File: src/rtl/seq_pkg.sv
package seq_pkg;
    typedef enum logic [2:0] {
        S_IDLE, S_PRE, S_GAP, S_CMD, S_ADR, S_DAT, S_END
    } seq_state_e;

    localparam int A_CTRL    = 0;
    localparam int A_STAT    = 1;
    localparam int A_ADRL    = 2;
    localparam int A_ADRH    = 3;
    localparam int A_PREF    = 4;
    localparam int A_TYPE    = 5;
    localparam int MENU_BASE = 8;
    localparam int BUF_BASE  = 64;
endpackage

File: src/rtl/seq_sck_tick.sv
module seq_sck_tick #(
    parameter int HALF = 2
) (
    input  logic clk,
    input  logic rst_n,
    input  logic en,
    output logic tick
);
    localparam int CW = (HALF > 1) ? $clog2(HALF) : 1;

    logic [CW-1:0] cnt_d, cnt_q;

    assign tick = en && (cnt_q == CW'(HALF - 1));

    always_comb begin
        if (!en || tick) cnt_d = '0;
        else             cnt_d = cnt_q + 1'b1;
    end

    always_ff @(posedge clk or negedge rst_n) begin
        if (!rst_n) cnt_q <= '0;
        else        cnt_q <= cnt_d;
    end
endmodule

File: src/rtl/seq_byte_shift.sv
module seq_byte_shift (
    input  logic       clk,
    input  logic       rst_n,
    input  logic       start,
    input  logic [7:0] tx,
    input  logic       tick,
    input  logic       miso,
    output logic       active,
    output logic       sck,
    output logic       mosi,
    output logic       done,
    output logic [7:0] rx
);
    typedef struct packed {
        logic       act;
        logic       sck;
        logic [2:0] bc;
        logic [7:0] so;
        logic [7:0] si;
        logic       done;
    } sh_t;

    sh_t d, q;

    always_comb begin
        d = q;
        d.done = 1'b0;
        if (start) begin
            d.act = 1'b1;
            d.sck = 1'b0;
            d.bc  = '0;
            d.so  = tx;
        end else if (q.act && tick) begin
            if (!q.sck) begin
                d.sck = 1'b1;
                d.si  = {q.si[6:0], miso};
            end else begin
                d.sck = 1'b0;
                if (q.bc == 3'd7) begin
                    d.act  = 1'b0;
                    d.done = 1'b1;
                end else begin
                    d.bc = q.bc + 3'd1;
                    d.so = {q.so[6:0], 1'b0};
                end
            end
        end
    end

    always_ff @(posedge clk or negedge rst_n) begin
        if (!rst_n) q <= '0;
        else        q <= d;
    end

    assign active = q.act;
    assign sck    = q.sck;
    assign mosi   = q.so[7];
    assign done   = q.done;
    assign rx     = q.si;
endmodule

File: src/rtl/spi_cmd_seq.sv
module spi_cmd_seq
    import seq_pkg::*;
#(
    parameter int MENU_N    = 8,
    parameter int BUF_BYTES = 64,
    parameter int ADDR_W    = 24,
    parameter int SCK_HALF  = 2,
    parameter int RA_W      = 7
) (
    input  logic            clk,
    input  logic            rst_n,
    input  logic            reg_wr,
    input  logic [RA_W-1:0] reg_addr,
    input  logic [15:0]     reg_wdata,
    output logic [15:0]     reg_rdata,
    output logic            spi_sck,
    output logic            spi_cs_n,
    output logic            spi_mosi,
    input  logic            spi_miso
);
    localparam int IDX_W  = $clog2(MENU_N);
    localparam int CNT_W  = $clog2(BUF_BYTES);
    localparam int ABYTES = ADDR_W / 8;
    localparam int TYPE_W = 2 * MENU_N;
    localparam int AHI_W  = ADDR_W - 16;

    typedef struct packed {
        seq_state_e                   st;
        logic [CNT_W-1:0]             n;
        logic                         kick;
        logic                         cs_n;
        logic                         done;
        logic                         blk;
        logic                         lock;
        logic [IDX_W-1:0]             idx;
        logic                         psel;
        logic                         atom;
        logic                         dc;
        logic [CNT_W-1:0]             len_m1;
        logic [ADDR_W-1:0]            adr;
        logic [15:0]                  pref;
        logic [TYPE_W-1:0]            otype;
        logic [MENU_N-1:0][7:0]       menu;
        logic [BUF_BYTES-1:0][7:0]    dbuf;
    } seq_t;

    seq_t d, q;

    logic       sh_active, sh_done, sh_tick;
    logic [7:0] sh_rx, tx_byte;
    logic       busy;
    logic [7:0] sel_op;
    logic [1:0] sel_type;

    seq_sck_tick #(.HALF(SCK_HALF)) u_tick (
        .clk(clk), .rst_n(rst_n), .en(sh_active), .tick(sh_tick)
    );

    seq_byte_shift u_shift (
        .clk(clk), .rst_n(rst_n), .start(q.kick), .tx(tx_byte),
        .tick(sh_tick), .miso(spi_miso), .active(sh_active),
        .sck(spi_sck), .mosi(spi_mosi), .done(sh_done), .rx(sh_rx)
    );

    assign busy     = (q.st != S_IDLE);
    assign sel_op   = q.menu[q.idx];
    assign sel_type = q.otype[2*q.idx +: 2];
    assign spi_cs_n = q.cs_n;

    // byte presented to the shifter in the current phase
    always_comb begin
        case (q.st)
            S_PRE:   tx_byte = q.psel ? q.pref[15:8] : q.pref[7:0];
            S_CMD:   tx_byte = sel_op;
            S_ADR:   tx_byte = q.adr[(ABYTES - 1 - int'(q.n)) * 8 +: 8];
            S_DAT:   tx_byte = sel_type[0] ? q.dbuf[q.n] : 8'hFF;
            default: tx_byte = 8'h00;
        endcase
    end

    logic [CNT_W-1:0] w_len_m1;
    logic [IDX_W-1:0] w_idx;
    logic [CNT_W:0]   w_len;
    logic             w_len_ok;
    logic [IDX_W-1:0] m_i;
    logic [CNT_W-1:0] b_i;
    logic             is_menu, is_buf;

    assign w_len_m1 = reg_wdata[8 +: CNT_W];
    assign w_idx    = reg_wdata[4 +: IDX_W];
    assign w_len    = {1'b0, w_len_m1} + 1'b1;
    assign w_len_ok = (w_len <= (CNT_W+1)'(8)) || (w_len[2:0] == 3'd0);
    assign m_i      = IDX_W'(reg_addr - RA_W'(MENU_BASE));
    assign b_i      = reg_addr[CNT_W-1:0];
    assign is_menu  = (reg_addr >= RA_W'(MENU_BASE)) && (reg_addr < RA_W'(MENU_BASE + MENU_N));
    assign is_buf   = (reg_addr >= RA_W'(BUF_BASE));

    always_comb begin
        d = q;
        d.kick = 1'b0;

        // command engine
        case (q.st)
            S_PRE: if (sh_done) begin
                d.st   = S_GAP;
                d.cs_n = 1'b1;
            end
            S_GAP: begin
                d.st   = S_CMD;
                d.cs_n = 1'b0;
                d.kick = 1'b1;
            end
            S_CMD: if (sh_done) begin
                d.n = '0;
                if (sel_type[1]) begin
                    d.st = S_ADR; d.kick = 1'b1;
                end else if (q.dc) begin
                    d.st = S_DAT; d.kick = 1'b1;
                end else begin
                    d.st = S_END;
                end
            end
            S_ADR: if (sh_done) begin
                if (q.n == CNT_W'(ABYTES - 1)) begin
                    d.n = '0;
                    if (q.dc) begin
                        d.st = S_DAT; d.kick = 1'b1;
                    end else begin
                        d.st = S_END;
                    end
                end else begin
                    d.n = q.n + 1'b1; d.kick = 1'b1;
                end
            end
            S_DAT: if (sh_done) begin
                if (!sel_type[0]) d.dbuf[q.n] = sh_rx;
                if (q.n == q.len_m1) begin
                    d.st = S_END;
                end else begin
                    d.n = q.n + 1'b1; d.kick = 1'b1;
                end
            end
            S_END: begin
                d.st   = S_IDLE;
                d.cs_n = 1'b1;
                d.done = 1'b1;
            end
            default: ;
        endcase

        // register writes
        if (reg_wr) begin
            if (reg_addr == RA_W'(A_CTRL)) begin
                if (!busy) begin
                    d.len_m1 = w_len_m1;
                    d.idx    = w_idx;
                    d.psel   = reg_wdata[3];
                    d.atom   = reg_wdata[2];
                    d.dc     = reg_wdata[1];
                    if (reg_wdata[0]) begin
                        if (q.menu[w_idx] == 8'h00 || (reg_wdata[1] && !w_len_ok)) begin
                            d.blk = 1'b1;
                        end else begin
                            d.st   = reg_wdata[2] ? S_PRE : S_CMD;
                            d.cs_n = 1'b0;
                            d.kick = 1'b1;
                            d.n    = '0;
                        end
                    end
                end
            end else if (reg_addr == RA_W'(A_STAT)) begin
                if (reg_wdata[1]) d.done = 1'b0;
                if (reg_wdata[2]) d.blk  = 1'b0;
                if (reg_wdata[3]) d.lock = 1'b1;
            end else if (reg_addr == RA_W'(A_ADRL)) begin
                d.adr[15:0] = reg_wdata;
            end else if (reg_addr == RA_W'(A_ADRH)) begin
                d.adr[ADDR_W-1:16] = reg_wdata[AHI_W-1:0];
            end else if (reg_addr == RA_W'(A_PREF)) begin
                if (!q.lock) d.pref = reg_wdata;
            end else if (reg_addr == RA_W'(A_TYPE)) begin
                if (!q.lock) d.otype = reg_wdata[TYPE_W-1:0];
            end else if (is_menu) begin
                if (!q.lock) d.menu[m_i] = reg_wdata[7:0];
            end else if (is_buf) begin
                d.dbuf[b_i] = reg_wdata[7:0];
            end
        end
    end

    always_ff @(posedge clk or negedge rst_n) begin
        if (!rst_n) begin
            q      <= '0;
            q.st   <= S_IDLE;
            q.cs_n <= 1'b1;
        end else begin
            q <= d;
        end
    end

    // register readback
    always_comb begin
        reg_rdata = '0;
        if (reg_addr == RA_W'(A_CTRL)) begin
            reg_rdata[8 +: CNT_W] = q.len_m1;
            reg_rdata[4 +: IDX_W] = q.idx;
            reg_rdata[3]          = q.psel;
            reg_rdata[2]          = q.atom;
            reg_rdata[1]          = q.dc;
        end else if (reg_addr == RA_W'(A_STAT)) begin
            reg_rdata[3:0] = {q.lock, q.blk, q.done, busy};
        end else if (reg_addr == RA_W'(A_ADRL)) begin
            reg_rdata = q.adr[15:0];
        end else if (reg_addr == RA_W'(A_ADRH)) begin
            reg_rdata[AHI_W-1:0] = q.adr[ADDR_W-1:16];
        end else if (reg_addr == RA_W'(A_PREF)) begin
            reg_rdata = q.pref;
        end else if (reg_addr == RA_W'(A_TYPE)) begin
            reg_rdata[TYPE_W-1:0] = q.otype;
        end else if (is_menu) begin
            reg_rdata[7:0] = q.menu[m_i];
        end else if (is_buf) begin
            reg_rdata[7:0] = q.dbuf[b_i];
        end
    end

    logic chk_busy, chk_done, chk_blk, chk_lock;
    assign chk_busy = busy;
    assign chk_done = q.done;
    assign chk_blk  = q.blk;
    assign chk_lock = q.lock;
endmodule

File: config.mk
export PLATFORM = sky130hd
export DESIGN_NAME = spi_cmd_seq
export DESIGN_NICKNAME = d
export VERILOG_FILES = /design/src/rtl/seq_pkg.sv /design/src/rtl/seq_sck_tick.sv /design/src/rtl/seq_byte_shift.sv /design/src/rtl/spi_cmd_seq.sv
export SDC_FILE = /design/constraint.sdc
export NUM_CORES = 2
export LEC_CHECK = 0
export ABC_AREA = 1
export BUFFER_PORTS_ARGS = -buffer_cell sky130_fd_sc_hd__buf_2
export CAP_MARGIN = 10
export CORE_UTILIZATION = 45
export DETAILED_ROUTE_END_ITERATION = 7
export PLACE_DENSITY = 0.66
export SYNTH_ARGS = -nofsm -noshare
export SYNTH_HDL_FRONTEND = slang
export SYNTH_HIERARCHICAL = 1
export SYNTH_SLANG_ARGS = --single-unit
File: constraint.sdc
create_clock -name clk -period 3.96 [get_ports clk]
set_input_delay 0.792 -clock clk [delete_from_list [all_inputs] [get_ports clk]]
set_output_delay 0.792 -clock clk [all_outputs]
set_load 0.02 [all_outputs]
; ---- Yosys cells after proc, flatten, opt, wreduce, memory -nomap -nowiden
; Index checks and enable logic that the tools add are counted.
[word_totals]
reg_bits = 681
out_inout_bits = 19
wordCells = 280
[op_classes]
addsub = 6
n_lt_le_gt_ge = 12
n_eq_ne = 18
shifts = 2
mux = 105
bitwise_logic = 10
reduce_logical = 32
[op_table]
columns = op, n
row1 = two-way mux 512 bit, 5
row2 = two-way mux 632 bit, 2
row3 = two-way mux 608 bit, 2
row4 = bitwise mux 512 bit, 2
row5 = two-way mux 658 bit, 1
row6 = two-way mux 592 bit, 1
row7 = two-way mux 576 bit, 1
row8 = two-way mux 8 bit, 19
row9 = two-way mux 64 bit, 2
row10 = two-way mux 16 bit, 7
row11 = binary-select mux 8 bit (select 6 bit), 2
row12 = demux 8 bit (select 6 bit), 2
row13 = binary-select mux 8 bit (select 3 bit), 3
row14 = two-way mux 11 bit, 6
row15 = bitwise mux 64 bit, 1
row16 = two-way mux 12 bit, 3
row17 = one-hot mux 8 bit (4 select lines), 1
row18 = two-way mux 10 bit, 3
row19 = demux 8 bit (select 3 bit), 1
row20 = variable part select 24 x 10 -> 8 bit, 1
row21 = two-way mux 1 bit, 22
row22 = two-way mux 22 bit, 1
row23 = one-hot mux 3 bit (6 select lines), 1
row24 = one-hot mux 6 bit (3 select lines), 1
row25 = 48 further kinds, 95

; ---- Longest topological paths before layout
[depth]
depth_word = 18
depth_mapped = 20
mapped_depth_nobuf = 17

; ---- Cells and area by module
; Netlist, hierarchy kept.
[by_module_without_submodules]
columns = mod, n_inst, cells_each, area_each_um2, seq_area_each_um2
row1 = spi_cmd_seq, 1, 6160, 41959.0, 16467.0
row2 = seq_byte_shift, 1, 134, 1114.8, 550.5
row3 = seq_sck_tick, 1, 5, 42.5, 25.0

; ---- Least setup slack after synthesis
; No wires, ideal clock.
[synth_timing]
path_type = input port to output port
startpoint = input reg_addr[1]
endpoint = output reg_rdata[7]
arrival_time_ps = 2677
slack_ps = 491
cell_stages = 14
path_buffers = 3
cell_sequence = clkbuf_1 > nor2_1 > clkbuf_1 > buf_1 > a21oi_1 > o211ai_1 > nand3_1 > nand2_1 > nand2_1 > nand2_1 > o21ai_0 > nand2_1 > nand2_1 > a21oi_1
[synth_between]
elab_chain_len = 10
elab_cells_between_ends = 23
[synth_rtl]
columns = item, line_no
row1 = start: declaration, spi_cmd_seq.sv:13  ; input logic [RA_W-1:0] reg_addr,
row2 = binary-select mux 8 bit (select 6 bit) / subtractor 3 x 1 -> 3 bit (equally long branches), "spi_cmd_seq.sv:223, spi_cmd_seq.sv:93"
row3 = two-way mux 8 bit (implied by the code) / binary-select mux 8 bit (select 3 bit) (equally long branches), "spi_cmd_seq.sv:223, spi_cmd_seq.sv:221"
row4 = two-way mux 8 bit (on tied branches), "spi_cmd_seq.sv:222, spi_cmd_seq.sv:221"
row5 = two-way mux 8 bit, spi_cmd_seq.sv:220  ; end else if (is_menu) begin
row6 = two-way mux 8 bit, spi_cmd_seq.sv:218  ; end else if (reg_addr == RA_W'(A_TYPE)) begin
row7 = two-way mux 16 bit, spi_cmd_seq.sv:216  ; end else if (reg_addr == RA_W'(A_PREF)) begin
row8 = two-way mux 8 bit, spi_cmd_seq.sv:214  ; end else if (reg_addr == RA_W'(A_ADRH)) begin
row9 = two-way mux 16 bit, spi_cmd_seq.sv:212  ; end else if (reg_addr == RA_W'(A_ADRL)) begin
row10 = two-way mux 12 bit, spi_cmd_seq.sv:210  ; end else if (reg_addr == RA_W'(A_STAT)) begin
row11 = two-way mux 1 bit (*), spi_cmd_seq.sv:204  ; if (reg_addr == RA_W'(A_CTRL)) begin
row12 = end: declaration, spi_cmd_seq.sv:15  ; output logic [15:0] reg_rdata,
; Mark *: on every way between the ends. The rest lies on a longest branch, timed or not. The select of a mux whose other input is x is not followed.

; ---- Final worst setup path
; Ends and elaborated chain as after synthesis.

==> flow_summary_export.csv <==
group,metric,value,unit
clock_network,numCtsBuffers,81,
clock_network,clock_sinks,681,
placement,io_buffers,45,
synth,synth-seq-cells,681,
detailed_routing,dr.pass1.iters,7,
power_and_ir_drop,leakage,23.19,nW
worst_setup_path,arrival,3.17,ns
worst_setup_path,worstPathCellList,"buf_4 -> inv_2 -> buf_4 -> nor2_1 -> o21ai_0 -> nand3_1 -> nand2_1 -> nand2_1 -> inv_1 -> nand2_1 -> nand2_1 -> nand2_1 -> o21ai_0 -> nand2_1 -> nand2_1 -> a21oi_1 -> buf_4",
layout,final_nets,6321,
timing,max-slew-margin-rel,26.85,%
worst_setup_path,critical_path.slowest_cell,"buf_4",
run,maxCapViolations,0,
synth,synth_ff_type,"dfrtp_1",
synth,syn_inst,6299,
grt,grt_max_degree,133,
layout,design_area,0.04910,mm2
clock_network,cts_tree,"yes",
synth,synth-edff-count,0,
worst_setup_path,critPathKind,"in2out",
worst_setup_path,startpoint_type,"input pin",
floorplanning,die-area,0.09706,mm2
hold_path,min_path_type,"in2async",
worst_setup_path,end_kind,"output port",
detailed_routing,vias,47910,
synth,synth_area_per_cell,6.845,um2
clock_network,insertion_delay,0.70,ns
worst_setup_path,worstPathMaxFanout,18,
timing,worst_pin_slew,1.097,ns
synth,async_flop_share,100.0,%
synth,yosys-top-cells-area,"dfrtp_1, nand2_1, o21ai_0",
placement,hpwl,144.6,mm
layout,nFillCells,9500,
layout,area_growth,13.87,%
clock_network,clkSlewWorstSetupHoldPaths,0.06,ns
worst_setup_path,cpPeakStageDelay,0.38,ns
detailed_routing,drt_iter0_markers,7920,
grt,track_usage,43.53,%
layout,utilization,51.67,%
synth,syn-num-nets,6331,
synth,ys_warn_count,6,
grt,grt_pass1_wl,309.4,mm
status,violations,"negative setup slack",
timing,rsz0062_at_grt,"yes",
timing,fin_crit_sh,100.0,%
synth,yosysSeqAreaShare,39.53,%
synth,synth_commonest_cells,"nand2_1, o21ai_0, inv_1",
grt,grt_pass1_vias,43760,
floorplanning,core-area,0.09501,mm2
layout,seq_area,0.01705,mm2
synth,synth_top_area_cell,"dfrtp_1",
power_and_ir_drop,power_density,384.0,mW/mm2
placement,place.gp.congestion,1.083,
detailed_routing,vias_per_cell,6.288,
clock_network,htree_levels,3,
floorplanning,initial_utilization,45.38,%
grt,grt-ovfl-total,0,
detailed_routing,wl_per_cell,28.38,um
status,status,"complete, but fails checks",
worst_setup_path,required,3.17,ns
layout,post_route_cells_drive_above_1_share,9.553,%
timing,maxSlewViolCount,0,
timing,fmax,0.2524,GHz
synth,ys_types,53,
clock_network,clockRootBuffer,"clkbuf_16",
power_and_ir_drop,ir_worst_vdd,0.4495,mV
placement,placed_area,0.04612,mm2
timing,skew,0.03010,ns
floorplanning,rows,113,
grt,antenna_found_initial,3,
timing,period_minus_slack,3.962,ns
synth,netlist_area,0.04312,mm2
detailed_routing,drtAntennaViolNets,0,
timing,fin_ws,-0.001890,ns
clock_network,cts_max_path_buffers,3,
timing,setup_viol,1,
synth,yosysMostFrequentCell,"nand2_1",
floorplanning,ioPinCount,46,
worst_setup_path,cp_common_cell,"nand2_1",
floorplanning,die_w,311.5,um
floorplanning,die_y,311.5,um
detailed_routing,drt-total-wl,216.2,mm
layout,multiInputGateArea,0.02127,mm2
synth,synth_top_area_share,39.47,%
detailed_routing,drc,0,
timing,hold_viol,0,
-- what timing repair did --
action,4_1_cts,5_1_grt
cloned,0,3
setup buffers,0,2
setup endpoints to repair,3,8
gates resized for setup,4,15
hold buffers,0,0
pin swaps,0,3
-- flip-flops by register name, summed over array words and instances, names as in the netlist, named ones only --
name            cells
q                 590
u_shift/rx          8
chk_lock            1
chk_blk             1
u_shift/q          10
u_shift/done        1
u_shift/active      1
u_shift/mosi        1
chk_done            1
spi_cs_n            1
u_tick/cnt_q        1
u_shift/sck         1
-- metrics by stage --
step / TNS [ns] / worst slack [ns] / instances / hold slack (ns) / total power (W)
floorplan: 0 / 0.4915 / 6299 / 0.4124 / 0.009294
global placement: -0.2189 / -0.1546 / 7466 / 0.4265 / 0.01058
detailed placement: -0.1909 / -0.1716 / 7466 / 0.4301 / 0.01061
CTS: 0 / 0.001345 / 7614 / 0.01296 / 0.01871
global route: -0.01621 / -0.01621 / 7619 / 0.03225 / 0.01934
finish: -0.001890 / -0.001890 / 7620 / 0.01886 / 0.01885
-- critical path, delay by kind of cell --
| family | cells | cell delay, ns |
|---|---|---|
| compound gates | 3 | 0.54 |
| simple gates | 9 | 0.86 |
| buf+inv | 5 | 0.94 |
-- cell usage in the layout (no fill, tap or decap), types with 36 or more instances in the layout --
master / synthesis / layout
inv_2: 27 / 38
nand3_1: 359 / 354
buf_12: 0 / 48
clkbuf_16: 0 / 90
nand2_1: 1766 / 1762
buf_4: 16 / 273
o211ai_1: 377 / 377
a22oi_1: 42 / 42
o221ai_1: 36 / 36
a21oi_1: 193 / 193
o21ai_0: 769 / 763
buf_2: 56 / 41
o22ai_1: 117 / 117
nand4_1: 40 / 40
nor2_1: 345 / 339
o21ai_1: 96 / 101
inv_1: 742 / 731
dfrtp_1: 680 / 673
nor3_1: 48 / 48
-- per-layer routing --
layer / track usage [%] / up-vias / part of all wire [%]
li1: - / 20940 / -
met1: 60.48 / 22650 / 40
met2: 60.88 / 3555 / 40
met3: 11.69 / 759 / 13
met4: 24.32 / 4 / 6.5
met5: 0 / - / 0.013
-- area by class of cell --
class,count,area share [%]
antenna,1,0.005097
clock inverter,29,0.7467
inverter,788,6.045
tap,1265,3.224
clock buffer,119,5.046
timing repair buffer,371,6.889
sequential,681,34.73
multi-input combinational,4366,43.31
-- final timing paths --
path                       depth (start not counted)             to  slack [ns]    startpoint
max                                               17   reg_rdata[7]      -0.002   reg_addr[1]
min                                                1         q[441]        0.02         rst_n
max reg2reg                                       17  u_shift/q[12]        0.06        q[651]
min reg2reg                                        1   u_tick/cnt_q        0.44  u_tick/cnt_q
max in group asynchronous                          2         q[115]        2.72         rst_n
min in group clk                                   3  u_shift/rx[0]        0.36      spi_miso
-- logic make-up (layout without fill, tap and decap cells) --
kind of cell,count (synthesis),in the layout,synth area share (%)
adders and majority gates,5,5,0.1451
DFF,681,681,39.53
AOI/OAI and AO/OA,1741,1741,24.14
xor gates and xnor gates,8,8,0.1625
other,0,1,0
muxes,5,5,0.1161
buffers and inverters,1252,1307,11.31
and+or+nand+nor,2607,2607,24.60
-- report_power, final --
group	internal, W	switching [W]	leakage (nW)
registers	0.00742	0.000414	8.30
clock network	0.00486	0.00334	1.40
logic	0.000856	0.00197	13.5
Note: power is estimated with default switching activity, not from simulation.
